--- src/rtl/ems_pkg.sv ---
package ems_pkg;

   typedef enum logic [1:0] {
      PH_IDLE  = 2'd0,
      PH_SETUP = 2'd1,
      PH_PULSE = 2'd2,
      PH_HOLD  = 2'd3
   } ems_phase_e;

   localparam logic [1:0] WM_FROZEN = 2'b10;
   localparam logic [1:0] WM_READY  = 2'b11;

endpackage

--- src/rtl/ems_wait_sync.sv ---
module ems_wait_sync #(
   parameter int STAGES = 2
) (
   input  logic clk,
   input  logic rst_n,
   input  logic pin_n,
   output logic sync_n
);

   logic [STAGES-1:0] chain_q;

   generate
      if (STAGES < 2) begin : g_bad_depth
         initial $fatal(1, "ems_wait_sync: STAGES must be at least 2");
      end
   endgenerate

   always_ff @(posedge clk or negedge rst_n) begin
      if (!rst_n) chain_q <= '1;
      else        chain_q <= {chain_q[STAGES-2:0], pin_n};
   end

   assign sync_n = chain_q[STAGES-1];

endmodule

--- src/rtl/ems_turnaround.sv ---
module ems_turnaround #(
   parameter int CNT_W = 6
) (
   input  logic             clk,
   input  logic             rst_n,
   input  logic             load,
   input  logic [CNT_W-1:0] load_val,
   output logic             busy
);

   logic [CNT_W-1:0] left_q;

   always_ff @(posedge clk or negedge rst_n) begin
      if (!rst_n)                  left_q <= '0;
      else if (load)               left_q <= load_val;
      else if (left_q != '0)       left_q <= left_q - CNT_W'(1);
   end

   assign busy = (left_q != '0);

endmodule

--- src/rtl/ems_phase_fsm.sv ---
module ems_phase_fsm
   import ems_pkg::*;
#(
   parameter int CNT_W = 6
) (
   input  logic             clk,
   input  logic             rst_n,
   input  logic             start,
   input  logic [CNT_W-1:0] len_setup,
   input  logic [CNT_W-1:0] len_pulse,
   input  logic [CNT_W-1:0] len_hold,
   input  logic [1:0]       wait_mode,
   input  logic             wait_act,
   output ems_phase_e       phase,
   output logic             pulse_end,
   output logic             access_end
);

   localparam logic [CNT_W-1:0] ONE = CNT_W'(1);

   ems_phase_e       phase_q, phase_d;
   logic [CNT_W-1:0] cnt_q, cnt_d;
   logic [CNT_W-1:0] pulse_eff;
   logic             freeze, last_stall, cnt_last;

   assign pulse_eff  = (len_pulse == '0) ? ONE : len_pulse;
   assign cnt_last   = (cnt_q == ONE);
   assign freeze     = (phase_q == PH_PULSE) && (wait_mode == WM_FROZEN) && wait_act;
   assign last_stall = (phase_q == PH_PULSE) && (wait_mode == WM_READY) && wait_act && cnt_last;
   assign pulse_end  = (phase_q == PH_PULSE) && cnt_last && !freeze && !last_stall;
   assign access_end = (pulse_end && (len_hold == '0)) || ((phase_q == PH_HOLD) && cnt_last);

   always_comb begin
      phase_d = phase_q;
      cnt_d   = cnt_q;
      unique case (phase_q)
         PH_IDLE: begin
            if (start) begin
               if (len_setup != '0) begin
                  phase_d = PH_SETUP;
                  cnt_d   = len_setup;
               end else begin
                  phase_d = PH_PULSE;
                  cnt_d   = pulse_eff;
               end
            end
         end
         PH_SETUP: begin
            if (cnt_last) begin
               phase_d = PH_PULSE;
               cnt_d   = pulse_eff;
            end else begin
               cnt_d = cnt_q - ONE;
            end
         end
         PH_PULSE: begin
            if (freeze || last_stall) begin
               cnt_d = cnt_q;
            end else if (!cnt_last) begin
               cnt_d = cnt_q - ONE;
            end else if (len_hold != '0) begin
               phase_d = PH_HOLD;
               cnt_d   = len_hold;
            end else begin
               phase_d = PH_IDLE;
               cnt_d   = '0;
            end
         end
         PH_HOLD: begin
            if (cnt_last) begin
               phase_d = PH_IDLE;
               cnt_d   = '0;
            end else begin
               cnt_d = cnt_q - ONE;
            end
         end
         default: begin
            phase_d = PH_IDLE;
            cnt_d   = '0;
         end
      endcase
   end

   always_ff @(posedge clk or negedge rst_n) begin
      if (!rst_n) begin
         phase_q <= PH_IDLE;
         cnt_q   <= '0;
      end else begin
         phase_q <= phase_d;
         cnt_q   <= cnt_d;
      end
   end

   assign phase = phase_q;

endmodule

--- src/rtl/ext_mem_seq.sv ---
module ext_mem_seq
   import ems_pkg::*;
#(
   parameter int ADDR_W      = 16,
   parameter int DATA_W      = 16,
   parameter int CNT_W       = 6,
   parameter int SYNC_STAGES = 2
) (
   input  logic              clk,
   input  logic              rst_n,
   input  logic [CNT_W-1:0]  cfg_setup,
   input  logic [CNT_W-1:0]  cfg_pulse,
   input  logic [CNT_W-1:0]  cfg_hold,
   input  logic [CNT_W-1:0]  cfg_float,
   input  logic [1:0]        cfg_wait_mode,
   output logic              cfg_err,
   input  logic              req_valid,
   output logic              req_ready,
   input  logic              req_write,
   input  logic [ADDR_W-1:0] req_addr,
   input  logic [DATA_W-1:0] req_wdata,
   output logic              rsp_done,
   output logic [DATA_W-1:0] rsp_rdata,
   output logic [ADDR_W-1:0] mem_addr,
   output logic [DATA_W-1:0] mem_dout,
   output logic              mem_oe,
   input  logic [DATA_W-1:0] mem_din,
   output logic              mem_rd_n,
   output logic              mem_wr_n,
   input  logic              mem_wait_n
);

   generate
      if (CNT_W < 2 || ADDR_W < 1 || DATA_W < 1) begin : g_bad_width
         initial $fatal(1, "ext_mem_seq: illegal width parameter");
      end
   endgenerate

   ems_phase_e        phase;
   logic              pulse_end, access_end, float_busy;
   logic              wait_n_sync, wait_act, accept;
   logic              wr_q, done_q;
   logic [ADDR_W-1:0] addr_q;
   logic [DATA_W-1:0] wdata_q, rdata_q;

   ems_wait_sync #(.STAGES(SYNC_STAGES)) i_sync (
      .clk    (clk),
      .rst_n  (rst_n),
      .pin_n  (mem_wait_n),
      .sync_n (wait_n_sync)
   );

   assign wait_act = cfg_wait_mode[1] && !wait_n_sync;

   assign req_ready = (phase == PH_IDLE) && !float_busy;
   assign accept    = req_valid && req_ready;

   ems_phase_fsm #(.CNT_W(CNT_W)) i_fsm (
      .clk        (clk),
      .rst_n      (rst_n),
      .start      (accept),
      .len_setup  (cfg_setup),
      .len_pulse  (cfg_pulse),
      .len_hold   (cfg_hold),
      .wait_mode  (cfg_wait_mode),
      .wait_act   (wait_act),
      .phase      (phase),
      .pulse_end  (pulse_end),
      .access_end (access_end)
   );

   ems_turnaround #(.CNT_W(CNT_W)) i_float (
      .clk      (clk),
      .rst_n    (rst_n),
      .load     (pulse_end && !wr_q),
      .load_val (cfg_float),
      .busy     (float_busy)
   );

   always_ff @(posedge clk or negedge rst_n) begin
      if (!rst_n) begin
         wr_q    <= 1'b0;
         addr_q  <= '0;
         wdata_q <= '0;
      end else if (accept) begin
         wr_q    <= req_write;
         addr_q  <= req_addr;
         wdata_q <= req_wdata;
      end
   end

   always_ff @(posedge clk or negedge rst_n) begin
      if (!rst_n) begin
         rdata_q <= '0;
         done_q  <= 1'b0;
      end else begin
         if (pulse_end && !wr_q) rdata_q <= mem_din;
         done_q <= access_end;
      end
   end

   assign mem_rd_n  = !((phase == PH_PULSE) && !wr_q);
   assign mem_wr_n  = !((phase == PH_PULSE) && wr_q);
   assign mem_oe    = wr_q && (phase != PH_IDLE);
   assign mem_addr  = addr_q;
   assign mem_dout  = wdata_q;
   assign rsp_done  = done_q;
   assign rsp_rdata = rdata_q;
   assign cfg_err   = cfg_wait_mode[1] && (cfg_hold == '0);

endmodule

--- config.mk ---
export PLATFORM = sky130hd
export DESIGN_NAME = ext_mem_seq
export DESIGN_NICKNAME = d
export VERILOG_FILES = /design/src/rtl/ems_pkg.sv /design/src/rtl/ems_wait_sync.sv /design/src/rtl/ems_turnaround.sv /design/src/rtl/ems_phase_fsm.sv /design/src/rtl/ext_mem_seq.sv
export SDC_FILE = /design/constraint.sdc
export NUM_CORES = 1
export LEC_CHECK = 0
export BUFFER_PORTS_ARGS = -buffer_cell sky130_fd_sc_hd__buf_2
export CAP_MARGIN = 10
export CORE_MARGIN = 4
export CORE_UTILIZATION = 45
export CTS_BUF_LIST = sky130_fd_sc_hd__clkbuf_4
export CTS_CLUSTER_DIAMETER = 40
export DETAILED_ROUTE_END_ITERATION = 6
export PLACE_DENSITY = 0.79
export SETUP_SLACK_MARGIN = 0.05
export SLEW_MARGIN = 20
export SYNTH_ARGS = -nofsm -noshare
export SYNTH_HDL_FRONTEND = slang
export SYNTH_SLANG_ARGS = --single-unit
--- constraint.sdc ---
create_clock -name clk -period 2.2 [get_ports clk]
set_input_delay 0.44 -clock clk [delete_from_list [all_inputs] [get_ports clk]]
set_output_delay 0.44 -clock clk [all_outputs]
set_load 0.05 [all_outputs]
# After elaboration in Yosys (flattened, before gate mapping)
# Cells that the tools add are included.
# totals
ff_bits,66
output_inout_bits,54
elab_cells,78
# classes
n_addsub,2
eq_ne,11
mux,19
reduce_logical,37
# ops
operator,n
$mux 6,10
$pmux 6 s4,1
$logic_and 1x1->1,18
$reduce_bool 6->1,3
$mux 2,7
$logic_not 6->1,2
$sub 6x1->6 const B,2
$eq 2x2->1 const B,4
$pmux 2 s4,1
$logic_not 1->1,7
$eq 6x1->1 const B,1
$ne 2x1->1 const B,3
$reduce_and 5->1,1
$ne 2x2->1 const B,2
$reduce_bool 2->1,2
$eq 2x1->1 const B,1
$logic_not 2->1,1
$logic_or 1x1->1,2
$reduce_and 2->1,1

# Depth between registers and ports, before layout
# depth
depth_word,8
depth_mapped,8
depth_no_buf,7

# By module
# Synthesis repeated with hierarchy kept, for this count alone.
# unflattened
hier_cells,253
area_unflattened_um2,3153.0
# modules_own_cells
mod,instances,cells_each,area_each_um2,seq_area_each_um2
ext_mem_seq,1,114,1928.1,1251.2
ems_phase_fsm,1,97,788.3,200.2
ems_turnaround,1,40,384.1,150.1
ems_wait_sync,1,2,52.6,52.6

# Worst setup path before layout
# Ideal clock, no wire load.
# synth_path
path_type,reg-to-output
from,reg i_float.left_q[0]
to,out req_ready
arrival_ns,1.967
required_time_ns,1.760
path_slack_ns,-0.207
path_stages_with_launch,6
cell_sequence,dfrtp_1 inv_1 ha_1 nor2b_1 nand2_1 nor3_1
# synth_between
elab_chain_cells,3
# synth_rtl
item,line_no,text
from (decl),ems_turnaround.sv:11,logic [CNT_W-1:0] left_q;
from (signal assigned),ems_turnaround.sv:15,else if (load) left_q <= load_val;
from (signal assigned),ems_turnaround.sv:16,else if (left_q != '0) left_q <= left_q - CNT_W'(1);
$reduce_bool 6->1,ems_turnaround.sv:19,assign busy = (left_q != '0);
$logic_not 1->1,ext_mem_seq.sv:55,assign req_ready = (phase == PH_IDLE) && !float_busy;
$logic_and 1x1->1,ext_mem_seq.sv:55,
to (decl),ext_mem_seq.sv:18,"output logic req_ready,"
# No other way between the ends.

# Worst setup path after layout
# layout_path
from,in cfg_hold[3]
to,out cfg_err
# layout_between
elab_chain_cells,2
# layout_rtl
item,line_no,text
from (decl),ext_mem_seq.sv:13,"input logic [CNT_W-1:0] cfg_hold,"
$logic_not 6->1,ext_mem_seq.sv:109,assign cfg_err = cfg_wait_mode[1] && (cfg_hold == '0);
$logic_and 1x1->1,ext_mem_seq.sv:109,
to (decl),ext_mem_seq.sv:16,"output logic cfg_err,"
# No other way between the ends.

==> flow_summary.yaml <==
yosys:
  seq_area_frac_synth_pct: 52.7
  netlist_instances: 255
  synthArstFlopShare_pct: 100
  yosys.area.top_type_share_pct: 51.0
  synth_warnings: 0
  synth_top_cell_by_area: "dfrtp_1"
  yosysUniqueCellTypes: 49
  ys_seq_elements: 66
  synth_nets: 338
  synth_top_cells_by_count: "dfrtp_1, mux2_2, nand2_1"
  synth.area.top_cells: "dfrtp_1, mux2_2, dfstp_2"
  synth_edf_count: 0
  syn_avg_cell_area_sq_um: 12.3
  synth_top_flop_cell: "dfrtp_1"
  yosysMostFrequentCell: "dfrtp_1"
  syn-cell-area_sq_mm: 0.00314
route:
  drtIter0Drc: 120
  route.detailed.drc: 0
  route.vias.total: 2639
  wire_per_inst_um: 16.0
  via_per_inst: 5.26
  routed_wl_mm: 8.04
  ant_nets: 0
  first_pass_iters: 4
grt:
  grt_overflow: 0
  antenna_found_initial: 0
  grt_pass1_vias: 2682
  grt_max_degree: 67
  grt_pass1_wl_mm: 12.9
  track_usage_pct: 19.6
pwr:
  report.power.total_w: 0.00482
  ir_drop_uv: 651
  power.density_mw_per_mm2: 1140
  leakagePower_nw: 2.20
worst_setup_path:
  crit_fanout: 3
  r2r_start: "i_fsm.cnt_q[1]$_DFFE_PN0P_"
  cp.arrival_ns: 1.64
  crit_path_start_kind: "input port"
  path_class: "in2out"
  r2r_slack_ns: 0.18
  critPathRequiredTime_ns: 1.76
  rr_worst_depth: 7
  r2r_end: "i_fsm.cnt_q[5]$_DFFE_PN0P_"
  critPathCaptureType: "output port"
clock_tree:
  cts_tree: "done"
  clockBufferDepth: 2
  clkLatencyLatePin_ns: 0.40
  cts_buffers: 9
  clkTransAtPathRegs_ns: 0.11
  cts.sinks: 66
  cts_root_buf: "clkbuf_4"
  htreeDepth: 3
place:
  place_hpwl_mm: 5.99
  io_buffers: 132
  place.gp.congestion: 0.911
floorplan:
  die_w_um: 91.5
  core_sq_mm: 0.00679
  num_io_pins: 133
  fp-row-count: 30
  start_util_pct: 46.2
  die_h_um: 91.5
  die_area_sq_mm: 0.00837
timing:
  slew_headroom_pct: 63.5
  totalNegativeSetupSlack_ns: 0
  finClkSkew_ns: 0.0139
  tightest_slew_ns: 0.534
  fin_crit_sh_pct: 94.8
  finalHoldViolCount: 0
  slew_viol_final: 0
  fmax_ghz: 0.480
  setup_violations: 0
  min_period_ns: 2.08
  rsz0062_at_grt: "yes"
cells_and_area:
  drive_gt1_share_pct: 57.4
  area_delta_synth_final_pct: 34.7
  diodes: 0
  nets: 484
status:
  outcome: "completed"
job:
  cap_violations: 0
worst_hold_path:
  hp-class: "in2async"
==> worst max-delay path: stages <==
cell and delay, ns:
buf_2 0.10, or4_1 0.53, nor3_2 0.13, buf_4 0.15, and2_1 0.14, buf_6 0.16
==> how the worst max path moves through the flow <==
stage | startpoint | end | slack (ns) | depth (start not counted)
floorplan | i_fsm.cnt_q[1]$_DFFE_PN0P_ | rsp_rdata[10]$_DFFE_PN0P_ | 0.08 | 7
global placement | cfg_hold[3] | cfg_err | 0.04 | 6
detailed placement | cfg_hold[2] | cfg_err | 0.04 | 6
CTS | i_float.left_q[0]$_DFFE_PN0P_ | req_ready | 0.03 | 6
global route | i_float.left_q[0]$_DFFE_PN0P_ | req_ready | 0.02 | 6
finish | cfg_hold[3] | cfg_err | 0.12 | 6
==> metrics by stage <==
step                instance area, sq um  worst slack (ns)  hold WS (ns)  utilization, %  cells
CTS                                 4170            0.0345        0.0235            61.4    501
global route                        4230            0.0239        0.0160            62.2    502
detailed placement                  4010            0.0365         0.347            59.0    485
finish                              4230             0.115        0.0256            62.2    502
floorplan                           3150            0.0831         0.144               -    255
global placement                    4010            0.0380         0.347            59.0    485
==> cells in the final DEF (no fill, tap or decap), drive strengths merged, types with 3 or more instances in the layout <==
cell	count
nor2	12
nor3	9
a21o	3
inv	6
o21ai	11
a21oi	4
ha	4
buf	146
nand2b	3
clkinv	3
nand2	12
xnor2	3
a22oi	3
nand3	10
dfrtp	64
o31ai	7
nor2b	4
a32oi	3
clkbuf	10
o211ai	3
mux2	50
==> registers in the layout, indices dropped and copies added, names as in the netlist <==
| signal | flops |
|---|---|
| i_fsm.phase | 2 |
| i_fsm.cnt_q | 6 |
| wr_q | 1 |
| i_sync.chain_q | 2 |
| mem_dout | 16 |
| rsp_done | 1 |
| i_float.left_q | 6 |
| mem_addr | 16 |
| rsp_rdata | 16 |
==> cells by family after synthesis <==
family | share of synthesized area [%]
AOI/OAI and AO/OA | 10.4
DFF | 52.7
adders and majority gates | 1.59
buffers and inverters | 2.51
muxes | 18.6
xor gates and xnor gates | 1.40
and+or+nand+nor | 12.8
==> power breakdown <==
group / internal, W / switching, W
Sequential: 0.00153 / 0.000273
Clock: 0.000350 / 0.000429
Combinational: 0.000826 / 0.00142
==> metal layers <==
metal / GRT usage, % / vias to the layer above / wire length [um]
met5: 0 / - / 0
met4: 7.66 / 0 / 109
met3: 8.20 / 9 / 899
met2: 31.5 / 132 / 3900
met1: 23.2 / 1265 / 3120
li1: - / 1233 / -
==> cell type report <==
cell class              count  area [sq um]
fillers                   544          2570
clock inverters             6          57.6
flip-flops and latches     66          1650
repair buffers            146           816
well taps                  96           120
multi-input cells         172          1480
clock buffers              10          75.1
inverters                   6          22.5
==> repair_timing <==
item                                    4_1_cts  5_1_grt
endpoints found under the setup margin        3       26
hold buffers                                  0        0
hold endpoints to repair                      0        0
gates resized for setup                      11       10
buffers inserted                              0        1
gates cloned                                  0        0
pin swaps                                     1        2
Power figures use the tool's default switching activity.
